**config.mk**
```make
export PLATFORM = sky130hd
export DESIGN_NAME = irq_ack_seq
export DESIGN_NICKNAME = d
export VERILOG_FILES = /design/src/rtl/irq_ack_pkg.sv /design/src/rtl/irq_accept_gate.sv /design/src/rtl/irq_ack_fsm.sv /design/src/rtl/irq_vec_latch.sv /design/src/rtl/irq_bus_mux.sv /design/src/rtl/irq_ack_seq.sv
export SDC_FILE = /design/constraint.sdc
export NUM_CORES = 1
export LEC_CHECK = 0
export CORE_UTILIZATION = 30
export CTS_CLUSTER_DIAMETER = 60
export DETAILED_ROUTE_END_ITERATION = 8
export GPL_ROUTABILITY_DRIVEN = 0
export PLACE_DENSITY = 0.78
export SYNTH_ARGS = -nofsm -noshare
export SYNTH_HDL_FRONTEND = slang
export SYNTH_SLANG_ARGS = --single-unit
```
**constraint.sdc**
```tcl
create_clock -name clk_i -period 2.3 [get_ports clk_i]
set_input_delay 0.46 -clock clk_i [delete_from_list [all_inputs] [get_ports clk_i]]
set_output_delay 0.46 -clock clk_i [all_outputs]
set_load 0.1 [all_outputs]
```
**src/rtl/irq_ack_pkg.sv**
```systemverilog
package irq_ack_pkg;
  typedef enum logic [2:0] {
    ST_IDLE,
    ST_T1,
    ST_T2,
    ST_WAUTO,
    ST_WEXT,
    ST_RFSH
  } ack_state_e;
endpackage

```
**src/rtl/irq_accept_gate.sv**
```systemverilog
module irq_accept_gate (
  input  logic clk_i,
  input  logic rst_ni,
  input  logic idle_i,
  input  logic instr_end_i,
  input  logic irq_ni,
  input  logic busrq_ni,
  input  logic ie_set_i,
  input  logic ie_clr_i,
  output logic start_o,
  output logic ie_o
);
  logic ie_q;

  assign start_o = idle_i && instr_end_i && !irq_ni && busrq_ni && ie_q;
  assign ie_o    = ie_q;

  always_ff @(posedge clk_i or negedge rst_ni) begin
    if (!rst_ni)                  ie_q <= 1'b0;
    else if (ie_clr_i || start_o) ie_q <= 1'b0;
    else if (ie_set_i)            ie_q <= 1'b1;
  end
endmodule

```
**src/rtl/irq_ack_fsm.sv**
```systemverilog
module irq_ack_fsm
  import irq_ack_pkg::*;
#(
  parameter int AUTO_WAITS = 2,
  parameter int RFSH_CYC   = 2
) (
  input  logic clk_i,
  input  logic rst_ni,
  input  logic start_i,
  input  logic wait_ni,
  output logic idle_o,
  output logic m1_act_o,
  output logic iorq_act_o,
  output logic rfsh_act_o,
  output logic latch_o
);
  localparam int MAX_CNT = (AUTO_WAITS > RFSH_CYC) ? AUTO_WAITS : RFSH_CYC;
  localparam int CNT_W   = (MAX_CNT > 1) ? $clog2(MAX_CNT) : 1;
  localparam logic [CNT_W-1:0] AUTO_LAST = CNT_W'(AUTO_WAITS - 1);
  localparam logic [CNT_W-1:0] RFSH_LAST = CNT_W'(RFSH_CYC - 1);

  ack_state_e       state_q, state_d;
  logic [CNT_W-1:0] cnt_q, cnt_d;

  always_comb begin
    state_d = state_q;
    cnt_d   = cnt_q;
    latch_o = 1'b0;
    unique case (state_q)
      ST_IDLE:  if (start_i) state_d = ST_T1;
      ST_T1:    state_d = ST_T2;
      ST_T2: begin
        state_d = ST_WAUTO;
        cnt_d   = '0;
      end
      ST_WAUTO: begin
        if (cnt_q == AUTO_LAST) begin
          cnt_d = '0;
          if (wait_ni) begin
            state_d = ST_RFSH;
            latch_o = 1'b1;
          end else begin
            state_d = ST_WEXT;
          end
        end else begin
          cnt_d = cnt_q + 1'b1;
        end
      end
      ST_WEXT: begin
        if (wait_ni) begin
          state_d = ST_RFSH;
          cnt_d   = '0;
          latch_o = 1'b1;
        end
      end
      ST_RFSH: begin
        if (cnt_q == RFSH_LAST) begin
          state_d = ST_IDLE;
          cnt_d   = '0;
        end else begin
          cnt_d = cnt_q + 1'b1;
        end
      end
      default: state_d = ST_IDLE;
    endcase
  end

  always_ff @(posedge clk_i or negedge rst_ni) begin
    if (!rst_ni) begin
      state_q <= ST_IDLE;
      cnt_q   <= '0;
    end else begin
      state_q <= state_d;
      cnt_q   <= cnt_d;
    end
  end

  assign idle_o     = (state_q == ST_IDLE);
  assign iorq_act_o = (state_q == ST_WAUTO) || (state_q == ST_WEXT);
  assign m1_act_o   = (state_q == ST_T1) || (state_q == ST_T2) || iorq_act_o;
  assign rfsh_act_o = (state_q == ST_RFSH);
endmodule

```
**src/rtl/irq_vec_latch.sv**
```systemverilog
module irq_vec_latch #(
  parameter int DATA_W = 8
) (
  input  logic              clk_i,
  input  logic              rst_ni,
  input  logic              latch_i,
  input  logic [DATA_W-1:0] data_i,
  output logic [DATA_W-1:0] vec_o,
  output logic              vec_valid_o
);
  always_ff @(posedge clk_i or negedge rst_ni) begin
    if (!rst_ni) begin
      vec_o       <= '0;
      vec_valid_o <= 1'b0;
    end else begin
      vec_valid_o <= latch_i;
      if (latch_i) vec_o <= data_i;
    end
  end
endmodule

```
**src/rtl/irq_bus_mux.sv**
```systemverilog
module irq_bus_mux #(
  parameter int ADDR_W = 16
) (
  input  logic              m1_act_i,
  input  logic              iorq_act_i,
  input  logic              rfsh_act_i,
  input  logic [ADDR_W-1:0] pc_i,
  input  logic [ADDR_W-1:0] rfsh_addr_i,
  output logic [ADDR_W-1:0] addr_o,
  output logic              m1_no,
  output logic              mreq_no,
  output logic              iorq_no,
  output logic              rd_no,
  output logic              rfsh_no
);
  assign addr_o  = rfsh_act_i ? rfsh_addr_i : pc_i;
  assign m1_no   = !m1_act_i;
  assign iorq_no = !iorq_act_i;
  assign rfsh_no = !rfsh_act_i;
  // acknowledge cycle never asserts memory request or read
  assign mreq_no = 1'b1;
  assign rd_no   = 1'b1;
endmodule

```
**src/rtl/irq_ack_seq.sv**
```systemverilog
module irq_ack_seq #(
  parameter int DATA_W     = 8,
  parameter int ADDR_W     = 16,
  parameter int AUTO_WAITS = 2,
  parameter int RFSH_CYC   = 2
) (
  input  logic              clk_i,
  input  logic              rst_ni,
  input  logic              instr_end_i,
  input  logic              irq_ni,
  input  logic              busrq_ni,
  input  logic              ie_set_i,
  input  logic              ie_clr_i,
  input  logic              wait_ni,
  input  logic [DATA_W-1:0] data_i,
  input  logic [ADDR_W-1:0] pc_i,
  input  logic [ADDR_W-1:0] rfsh_addr_i,
  output logic [ADDR_W-1:0] addr_o,
  output logic              m1_no,
  output logic              mreq_no,
  output logic              iorq_no,
  output logic              rd_no,
  output logic              rfsh_no,
  output logic              ie_o,
  output logic [DATA_W-1:0] vec_o,
  output logic              vec_valid_o
);
  logic idle, start, m1_act, iorq_act, rfsh_act, latch;

  irq_accept_gate i_gate (
    .clk_i      (clk_i),
    .rst_ni     (rst_ni),
    .idle_i     (idle),
    .instr_end_i(instr_end_i),
    .irq_ni     (irq_ni),
    .busrq_ni   (busrq_ni),
    .ie_set_i   (ie_set_i),
    .ie_clr_i   (ie_clr_i),
    .start_o    (start),
    .ie_o       (ie_o)
  );

  irq_ack_fsm #(
    .AUTO_WAITS(AUTO_WAITS),
    .RFSH_CYC  (RFSH_CYC)
  ) i_fsm (
    .clk_i     (clk_i),
    .rst_ni    (rst_ni),
    .start_i   (start),
    .wait_ni   (wait_ni),
    .idle_o    (idle),
    .m1_act_o  (m1_act),
    .iorq_act_o(iorq_act),
    .rfsh_act_o(rfsh_act),
    .latch_o   (latch)
  );

  irq_vec_latch #(.DATA_W(DATA_W)) i_vec (
    .clk_i      (clk_i),
    .rst_ni     (rst_ni),
    .latch_i    (latch),
    .data_i     (data_i),
    .vec_o      (vec_o),
    .vec_valid_o(vec_valid_o)
  );

  irq_bus_mux #(.ADDR_W(ADDR_W)) i_mux (
    .m1_act_i   (m1_act),
    .iorq_act_i (iorq_act),
    .rfsh_act_i (rfsh_act),
    .pc_i       (pc_i),
    .rfsh_addr_i(rfsh_addr_i),
    .addr_o     (addr_o),
    .m1_no      (m1_no),
    .mreq_no    (mreq_no),
    .iorq_no    (iorq_no),
    .rd_no      (rd_no),
    .rfsh_no    (rfsh_no)
  );
endmodule

```
* After elaboration in Yosys (flattened, before gate mapping)
Cells that the tools add are included. Widths: inputs -> output; s select.
Storage, ports and cells: input port bits 48, register bits after elaboration 14, output and inout port bits 31, logic and storage cells 48
Operators by class: add/subtract/negate cells 1, reductions and logical operators 18, eq/ne operators 9, mux-type cells 15
Operator list (count):
- $pmux 3 s6 | 1
- $mux 16 | 1
- $mux 3 | 4
- $mux 1 | 7
- $eq 3x2->1 const B | 2
- $eq 3x3->1 const B | 2
- $ne 2x2->1 const B | 3
- $logic_and 1x1->1 | 4
- $logic_not 1->1 | 4
- $logic_or 1x1->1 | 4
- $reduce_and 4->1 | 1
- $eq 3x1->1 const B | 1
- $logic_not 3->1 | 1
- $pmux 1 s3 | 1
- $reduce_bool 3->1 | 1
- $ne 2x1->1 const B | 1
- $pmux 1 s2 | 1
- $reduce_and 2->1 | 1
- $reduce_bool 2->1 | 1
- $reduce_or 2->1 | 1
- $add 1x1->1 const B | 1

* Depth between registers and ports, before layout
Gate-level depths: netlist (run 1).
depth in word-level cells 7, depth in mapped cells 5, mapped depth without buffers 3

* Hierarchy
From an unflattened synthesis (run 1), not the netlist that was laid out.
Second synthesis, totals: cell total of the unflattened synthesis 78, area, all modules 964.7 sq um
Modules (own cells, without submodules):
- irq_vec_latch | sequential area each 225.2 sq um, times used 1, cells each 18, area an instance 356.6 sq um
- irq_ack_fsm | sequential area each 100.1 sq um, times used 1, cells each 31, area an instance 280.3 sq um
- irq_bus_mux | sequential area each 0.0 sq um, times used 1, cells each 24, area an instance 275.3 sq um
- irq_accept_gate | sequential area each 25.0 sq um, times used 1, cells each 5, area an instance 52.6 sq um

* Worst setup path before layout (run 1)
OpenSTA, ideal clock, no wires.
path type register to output, from reg i_fsm.state_q[0], to out iorq_no, data required time 1.840 ns, arrival time 2.116 ns, buffers on the path 1, stages on the path, launching flop included 4, slack -0.276 ns, path through dfrtp_1 buf_6 nor2b_1 a21oi_1
On the way: word-level cells in the longest chain between the ends 3, elaborated cells between the ends (all ways) 4, those cells by class eq/ne (2); reduce/logical (2)
RTL lines:
- start: declaration | line irq_ack_fsm.sv:22 | ack_state_e state_q, state_d;
- start signal: assignment | line irq_ack_fsm.sv:73 | state_q <= state_d;
- $eq 3x2->1 or $eq 3x3->1 (tied branches) | line irq_ack_fsm.sv:79 | assign iorq_act_o = (state_q == ST_WAUTO) || (state_q == ST_WEXT);
- $logic_or 1x1->1 * | line irq_ack_fsm.sv:79
- $logic_not 1->1 * | line irq_bus_mux.sv:18 | assign iorq_no = !iorq_act_i;
- end: declaration | line irq_ack_seq.sv:21 | output logic iorq_no,
Mark *: on every way between the ends. The rest lies on a longest branch, timed or not.

* Worst setup path after layout (run 1)
from reg i_fsm.state_q[2], to out addr_o[11]
On the way: word-level cells in the longest chain between the ends 2
RTL lines:
- $eq 3x3->1 | line irq_ack_fsm.sv:81 | assign rfsh_act_o = (state_q == ST_RFSH);
- $mux 16 | line irq_bus_mux.sv:16 | assign addr_o = rfsh_act_i ? rfsh_addr_i : pc_i;
- end: declaration | line irq_ack_seq.sv:18 | output logic [ADDR_W-1:0] addr_o,
No other way between the ends.

==> impl_metrics.tcl, run 1 <==
set metrics [dict create \
    vias 874 \
    fp.dieW_um 56.5 \
    critical_path_class "register to output port" \
    wl_met2_um 1330 \
    instances_no_fill 180 \
    post_cts_buffers 0 \
    crit_fanout 17 \
    crit_chain "and2_1, nand2b_1, buf_4, mux2_1, buf_12" \
    finClkSkew_ns 0.00112 \
    drt-total-wl_um 2570 \
    yosys_warnings 0 \
    syn_to_final_growth_pct 109 \
    crit_arrival_ns 1.68 \
    yosysTopAreaCellShare_pct 39.4 \
    final-setup-viol-count 0 \
    first_iter_violations 12 \
    portBuffers 76 \
    p_leak_uw 0.000807 \
    cts.sinks 14 \
    slew_headroom_pct 58.9 \
    top_layer_used "met4" \
    final_common_cell "clkdlybuf4s50_1" \
    synth.distinct_cells 27 \
    start_util_pct 32.0 \
    power_density_nw_per_um2 1430 \
    dpl-instance-area_um2 1840 \
    drive_gt1_share_pct 44.3 \
    rsz0062_at_grt "false" \
    fin_tns_setup_ns 0 \
    dp.cells 177 \
    ios 79 \
    fin_nets 199 \
    dpl_worst_slack_ns 0.443 \
    cts_root_buffer "clkbuf_4" \
    cp_slowest_stage_delay_ns 0.39 \
    syn_avg_cell_area_um2 12.4 \
    status "completed" \
    cts.clk_slew.worst_paths_ns 0.08 \
    cpLargestDelayFamily "buffers and inverters" \
    maxCapViolations 0 \
    endpoint_kind "output port" \
    grt_overflow 0 \
    final_cell_mix "clkdlybuf4s50_1, mux2_2, buf_12" \
    synth_area_um2 890 \
    antennaDiodeCount 0 \
    fin_area_um2 1860 \
    grt_max_degree 18 \
    dr_wl_met3_um 251 \
    hold_viol 0 \
    hold_class "register to register" \
    ys_seq_area_share_pct 39.4 \
    synth_seq_cells 14 \
    dieArea_um2 3190 \
    hold_buffers 0 \
    synth_top_cells_by_area "dfrtp_1, mux2_2, buf_6" \
    r2r_slack_ns 0.77 \
    antenna_found_initial 0 \
    synth_edf_count 0 \
    period_share_pct 93.2 \
    wl_per_cell_um 14.3 \
    tightest_slew_ns 0.615 \
    utilization_pct 66.9 \
    synthFlopType "dfrtp_1" \
    max_freq_ghz 0.466 \
    grt_pass1_wl_um 4320 \
    die_height_um 56.5 \
    drt.antenna.violating_nets 0 \
    critPathBufInv 2 \
    rows 19 \
    drc 0 \
    period_needed_ns 2.14 \
    firstDrtPassIters 3 \
    synth-async-reset-ratio_pct 100 \
    start_kind "register" \
    cp_slowest_cell "mux2_1" \
    layout_setup_ws_ns 0.156 \
    h-tree-depth 1 \
    cts-resized-gates 0 \
    yosysTopAreaCell "dfrtp_1" \
    clock_latency_ns 0.27 \
    dpl.hpwl_um 2250 \
    globalRouteTotalUtil_pct 17.5 \
    cts_tree "yes" \
    met1Wirelength_um 959 \
    cts_buffers 3 \
    coreArea_um2 2780 \
    post_drt_via_cell_ratio 4.86 \
    critPathRequiredTime_ns 1.84 \
    ctsLongestPathBuffers 2 \
    slew_viol_final 0 \
    netlist_instances 72 \
    ir_worst_vdd_v 0.00126 \
    grt_pass1_vias 928 \
]
[flip-flops by register name, indices dropped and copies added (netlist names)]
name               count
i_fsm.cnt_q            1
i_gate.ie_o            1
i_fsm.state_q          3
i_vec.vec_valid_o      1
i_vec.vec_o            8
[stage by stage]
| stage | hold WS, ns | power (uW) |
|---|---|---|
| global placement | 0.490 | 2520 |
| global route | 0.534 | 2770 |
| CTS | 0.531 | 2700 |
| finish | 0.526 | 2670 |
| detailed placement | 0.500 | 2560 |
| floorplan | 0.164 | 1960 |
[logic make-up (layout without fill, tap and decap cells)]
| logic type | after synthesis | after routing | share of synthesized area [%] |
|---|---|---|---|
| flip-flops | 14 | 14 | 39.4 |
| AND/OR/NAND/NOR | 15 | 15 | 11.5 |
| multiplexers | 25 | 25 | 32.9 |
| AO/OA/AOI/OAI | 8 | 8 | 7.46 |
| other | 1 | 2 | 0.422 |
| XOR/XNOR | 1 | 1 | 0.985 |
| buffers and inverters | 8 | 84 | 7.31 |
[final cells by class]
cell class	instances	area [um^2]
clock buffers	3	22.5
repair buffers	80	956
well taps	31	38.8
fillers	212	921
flip-flops and latches	14	350
multi-input cells	51	489
inverters	1	3.75
[power by group]
| part | leakage, uW | switching, uW | total [uW] | internal, uW |
|---|---|---|---|---|
| combinational | 0.000623 | 1420 | 2110 | 696 |
| clock | 0.0000138 | 73.9 | 135 | 60.6 |
| sequential | 0.000170 | 63.3 | 423 | 360 |
| total | 0.000807 | 1550 | 2670 | 1120 |
[cell usage after synthesis (all sizes together) (2+ instances only)]
| cell type | number |
|---|---|
| mux2 | 24 |
| dfrtp | 14 |
| buf | 7 |
| nor2 | 3 |
| o21ai | 3 |
| and4b | 2 |
| nand2 | 2 |
| nand2b | 2 |
| nor3 | 2 |
[path summary, 6_finish.rpt]
kind,endpoint,depth (start not counted),from
worst max-delay path,addr_o[11],5,i_fsm.state_q[2]
worst min-delay path,i_vec.vec_o[7],1,i_vec.vec_o[7]
worst max register to register,i_vec.vec_o[7],4,i_fsm.state_q[0]
worst min register to register,i_vec.vec_o[7],1,i_vec.vec_o[7]
max in group asynchronous,i_fsm.state_q[2],1,rst_ni
min in group asynchronous,i_vec.vec_o[2],1,rst_ni
[metal layers]
layer  global-route usage [%]  vias to the layer above
li1                         -                      409
met1                     18.6                      401
met2                     33.4                       60
met3                     4.84                        4
met4                     4.18                        0
met5                        0                        -
Note: power is estimated with default switching activity, not from simulation.
==> run 2: changes to the inputs <==
==> constraint.sdc (replaced) <==
create_clock -name clk_i -period 2.3 [get_ports clk_i]
set_input_delay 0.69 -clock clk_i [delete_from_list [all_inputs] [get_ports clk_i]]
set_output_delay 0.69 -clock clk_i [all_outputs]
set_load 0.1 [all_outputs]
==> impl_metrics.tcl, run 2 (synthesis results as in run 1) <==
set metrics [dict create \
    p_leak_uw 0.000890 \
    portBuffers 76 \
    fp.dieW_um 56.5 \
    final_cell_mix "clkdlybuf4s50_1, buf_12, mux2_2" \
    ctsLongestPathBuffers 2 \
    wl_per_cell_um 15.7 \
    crit_arrival_ns 1.62 \
    coreArea_um2 2780 \
    finClkSkew_ns 0.00698 \
    dpl_worst_slack_ns 0.0377 \
    r2r-end "i_vec.vec_o[3]" \
    final-setup-viol-count 4 \
    finalHoldWorstSlack_ns 0.515 \
    cts_tree "yes" \
    multi_input_area_um2 526 \
    top_layer_used "met4" \
    grt_overflow 0 \
    antennaDiodeCount 0 \
    dpl.hpwl_um 2190 \
    grt_pass1_vias 929 \
    final_common_cell "clkdlybuf4s50_1" \
    violations "negative setup slack" \
    largest-register "i_vec.vec_o" \
    antenna_found_initial 0 \
    r2r_cells 4 \
    netSwitchingFraction_pct 56.8 \
    post_drt_via_cell_ratio 4.82 \
    seq_power_share_pct 15.3 \
    dr_wl_met3_um 282 \
    layout_setup_ws_ns -0.0125 \
    tightest_slew_ns 0.635 \
    period_needed_ns 2.31 \
    cp_slowest_cell "dfrtp_1" \
    dieArea_um2 3190 \
    drive_gt1_share_pct 47.7 \
    fill_cells 199 \
    min_path_cells 1 \
    grt_max_degree 15 \
    power_frac_clock_pct 6.3 \
    maxCapViolations 0 \
    ff_latch_area_um2 350 \
    met1Wirelength_um 1160 \
    slew_headroom_pct 57.5 \
    cts_root_buffer "clkbuf_4" \
    syn_to_final_growth_pct 121 \
    clock_latency_ns 0.28 \
    crit_chain "and2_4, nand2b_4, buf_12, mux2_2, buf_12" \
    cts_buffers 3 \
    crit_fanout 9 \
    critical_path_class "register to output port" \
    power_density_nw_per_um2 1420 \
    drt-total-wl_um 2890 \
    vias 887 \
    grt_pass1_wl_um 4790 \
    period_share_pct 101 \
    hold_path_end "i_vec.vec_o[5]" \
    critPathRequiredTime_ns 1.61 \
    status "complete, but fails checks" \
    hold_class "register to register" \
    globalRouteTotalUtil_pct 19.2 \
    max_freq_ghz 0.432 \
    utilization_pct 70.7 \
    ir_worst_vdd_v 0.00131 \
    fin_nets 202 \
    hold_viol 0 \
    wl_met2_um 1440 \
    slew_viol_final 0 \
    die_height_um 56.5 \
    largest_reg_flops 8 \
    crit_top_cell "buf_12" \
    drt.antenna.violating_nets 0 \
    start_kind "register" \
    cts.clk_slew.worst_paths_ns 0.09 \
    start_util_pct 32.0 \
    hold_path.startpoint "i_vec.vec_o[5]" \
    endpoint_kind "output port" \
    combPwrFrac_pct 78.4 \
    h-tree-depth 1 \
    cts.sinks 14 \
    internal_power_uw 1210 \
    firstDrtPassIters 3 \
    rsz0062_at_grt "true" \
    rows 19 \
    first_iter_violations 13 \
    drc 0 \
    cp_slowest_stage_delay_ns 0.39 \
    reg_top3 "i_vec.vec_o x8, i_fsm.state_q x3" \
    r2r-start "i_fsm.state_q[0]" \
    ios 79 \
    p_sw_uw 1590 \
    r2r_slack_ns 0.74 \
]
## run 2: routing by layer
metal,up-vias,track usage [%]
met2,60,34.5
met1,410,22.7
li1,415,-
met4,0,4.18
met5,-,0
met3,2,5.30
## run 2: worst max-delay path, delay by kind of cell (launching register included)
kind                   cells  cell delay, ns
flip-flops                 1            0.39
multiplexers               1            0.37
buffers and inverters      2            0.30
AND/OR/NAND/NOR            2            0.27
## run 2: metrics by stage
| step | TNS (ns) | power, uW | instance area, um^2 | std cells |
|---|---|---|---|---|
| 2_1_floorplan | 0 | 1960 | 905 | 73 |
| 3_3_place_gp | 0 | 2520 | 1850 | 177 |
| 3_5_place_dp | 0 | 2560 | 1850 | 177 |
| 4_1_cts | -0.114 | 2800 | 1960 | 183 |
| 5_1_grt | -0.365 | 2900 | 1970 | 184 |
| 6_report | -0.0170 | 2790 | 1970 | 184 |
## run 2: what timing repair did
| action | CTS | global route |
|---|---|---|
| resized for setup | 11 | 0 |
| setup buffers | 1 | 1 |
| pin swaps | 0 | 0 |
| cloned | 1 | 0 |
| hold buffers | 0 | 0 |
| setup endpoints to repair | 16 | 12 |
## run 2: layout make-up
class	count	share of cell area, %
clock buffers	4	1.85
inverters	1	0.191
multi-input cells	51	26.7
flip-flops and latches	14	17.8
well taps	31	1.97
repair buffers	83	51.4
## run 2: how the worst max path moves through the flow
stage	start	endpoint	slack (ns)	cells past startpoint
after floorplan	i_fsm.state_q[1]	m1_no	0.007	3
after global placement	pc_i[11]	addr_o[11]	0.04	3
after detailed placement	rfsh_addr_i[6]	addr_o[6]	0.04	3
after CTS	i_fsm.state_q[2]	addr_o[7]	-0.02	5
after global routing	i_fsm.state_q[2]	addr_o[13]	-0.05	5
final	i_fsm.state_q[2]	addr_o[13]	-0.01	5
## run 2: power by group through the flow
stage               Combinational, uW  Sequential, uW  Clock [uW]
global route                     2270             440         191
global placement                 2110             419           0
CTS                              2190             429         183
floorplan                         976             980           0
finish                           2190             427         177
detailed placement               2130             429           0
==> run 3: changes to the inputs <==
--- a/config.mk
+++ b/config.mk
@@ -9,7 +9,7 @@
 export CTS_CLUSTER_DIAMETER = 60
 export DETAILED_ROUTE_END_ITERATION = 8
 export GPL_ROUTABILITY_DRIVEN = 0
-export PLACE_DENSITY = 0.78
+export PLACE_DENSITY_LB_ADDON = 0.2
 export SYNTH_ARGS = -nofsm -noshare
 export SYNTH_HDL_FRONTEND = slang
 export SYNTH_SLANG_ARGS = --single-unit
==> impl_metrics.tcl, run 3 (synthesis results as in run 1) <==
set metrics [dict create \
    tightest_slew_ns 0.607 \
    antenna_found_initial 0 \
    final-setup-viol-count 0 \
    ff_latch_area_um2 350 \
    dpl.hpwl_um 2190 \
    slew_viol_final 0 \
    portBuffers 76 \
    drt-total-wl_um 2900 \
    firstDrtPassIters 4 \
    gr-usage-met2_pct 31.6 \
    ctsLongestPathBuffers 2 \
    period_share_pct 99.6 \
    drc 0 \
    busiest_layer "met2" \
    fin_tns_setup_ns 0 \
    post_drt_via_cell_ratio 4.95 \
    period_needed_ns 2.29 \
    antennaDiodeCount 0 \
    use_met1_pct 23.6 \
    grt_max_degree 15 \
    r2r_slack_ns 0.71 \
    dpl-instance-area_um2 1850 \
    clock_latency_ns 0.28 \
    start_kind "primary input" \
    cts_buffers 3 \
    cp_slowest_cell "clkdlybuf4s50_1" \
    fill_cells 212 \
    crit_fanout 1 \
    vias 900 \
    hold_viol 0 \
    cts_root_buffer "clkbuf_4" \
    cpLargestDelayFamily "buffers and inverters" \
    power_density_nw_per_um2 1410 \
    drt.antenna.violating_nets 0 \
    dp.cells 177 \
    crit_chain "clkdlybuf4s50_1, mux2_4, buf_12" \
    reg_top3 "i_vec.vec_o x8, i_fsm.state_q x3" \
    grt_pass1_wl_um 4560 \
    wl_per_cell_um 15.9 \
    final_common_cell "clkdlybuf4s50_1" \
    grt_pass1_vias 887 \
    largest-register "i_vec.vec_o" \
    first_iter_violations 14 \
    rsz0062_at_grt "true" \
    die_height_um 56.5 \
    cts_tree "yes" \
    cp_slowest_stage_delay_ns 0.44 \
    final_cell_mix "clkdlybuf4s50_1, buf_12, mux2_4" \
    critPathBufInv 2 \
    fp.dieW_um 56.5 \
    p_leak_uw 0.000928 \
    multi_input_area_um2 559 \
    instances_no_fill 182 \
    cts.clk_slew.worst_paths_ns 0.08 \
    status "completed" \
    finClkSkew_ns 0.00997 \
    ir_worst_vdd_v 0.00161 \
    drive_gt1_share_pct 47.0 \
    fin_nets 200 \
    syn_to_final_growth_pct 123 \
    critical_path_class "primary input to output port" \
    largest_reg_flops 8 \
    h-tree-depth 1 \
    critPathRequiredTime_ns 1.61 \
    cts.sinks 14 \
    maxCapViolations 0 \
    max_freq_ghz 0.437 \
    dieArea_um2 3190 \
    use_met3_pct 4.61 \
    endpoint_kind "output port" \
    rows 19 \
    coreArea_um2 2780 \
    slew_headroom_pct 59.4 \
    p_total_uw 2800 \
    globalRouteTotalUtil_pct 18.6 \
    crit_arrival_ns 1.60 \
    fin_area_um2 1980 \
    start_util_pct 32.0 \
    grt_overflow 0 \
    ios 79 \
    hold_class "register to register" \
]
[run 3: worst reg2reg max path: stages, from the launching register on]
cell     delay [ns]
dfrtp_1        0.36
buf_4          0.19
and4b_4        0.24
o21ai_4        0.30
mux2_2         0.39
[run 3: repair_timing]
action                     4_1_cts  5_1_grt
setup buffers                    1        0
hold endpoints to repair         0        0
gates cloned                     1        0
hold buffers                     0        0
resized for setup               13        9
setup endpoints to repair       16       16
[run 3: layer usage]
layer  part of all wire, %  wire [um]
met1                    42       1230
met2                    49       1420
met3                   8.5        247
met4                  0.28          8
met5                     0          0
[run 3: path summary, 6_finish.rpt]
kind                                       start        endpoint  cells past startpoint
max in group asynchronous                 rst_ni  i_vec.vec_o[1]                      1
worst max register to register  i_fsm.state_q[2]  i_vec.vec_o[4]                      4
min in group asynchronous                 rst_ni  i_vec.vec_o[2]                      1
worst min register to register    i_vec.vec_o[0]  i_vec.vec_o[0]                      1
worst max-delay path              rfsh_addr_i[4]       addr_o[4]                      3
worst min-delay path              i_vec.vec_o[0]  i_vec.vec_o[0]                      1
[run 3: final cells by class]
cell class	count	share of cell area, %
well taps	31	1.95
clock buffers	4	1.83
flip-flops and latches	14	17.7
repair buffers	81	50.2
multi-input cells	51	28.2
inverters	1	0.189
[run 3: power by group]
part | switching (uW) | internal, uW
Clock | 78.9 | 96.1
Combinational | 1440 | 754
Sequential | 65.4 | 360
[run 3: stage by stage]
step | worst slack, ns | utilization [%] | hold slack, ns
2_1_floorplan | 0.00695 | - | 0.394
3_3_place_gp | 0.0545 | 66.5 | 0.492
3_5_place_dp | 0.0349 | 66.5 | 0.495
4_1_cts | -0.0702 | 70.8 | 0.514
5_1_grt | -0.0398 | 71.3 | 0.530
6_report | 0.00932 | 71.3 | 0.516
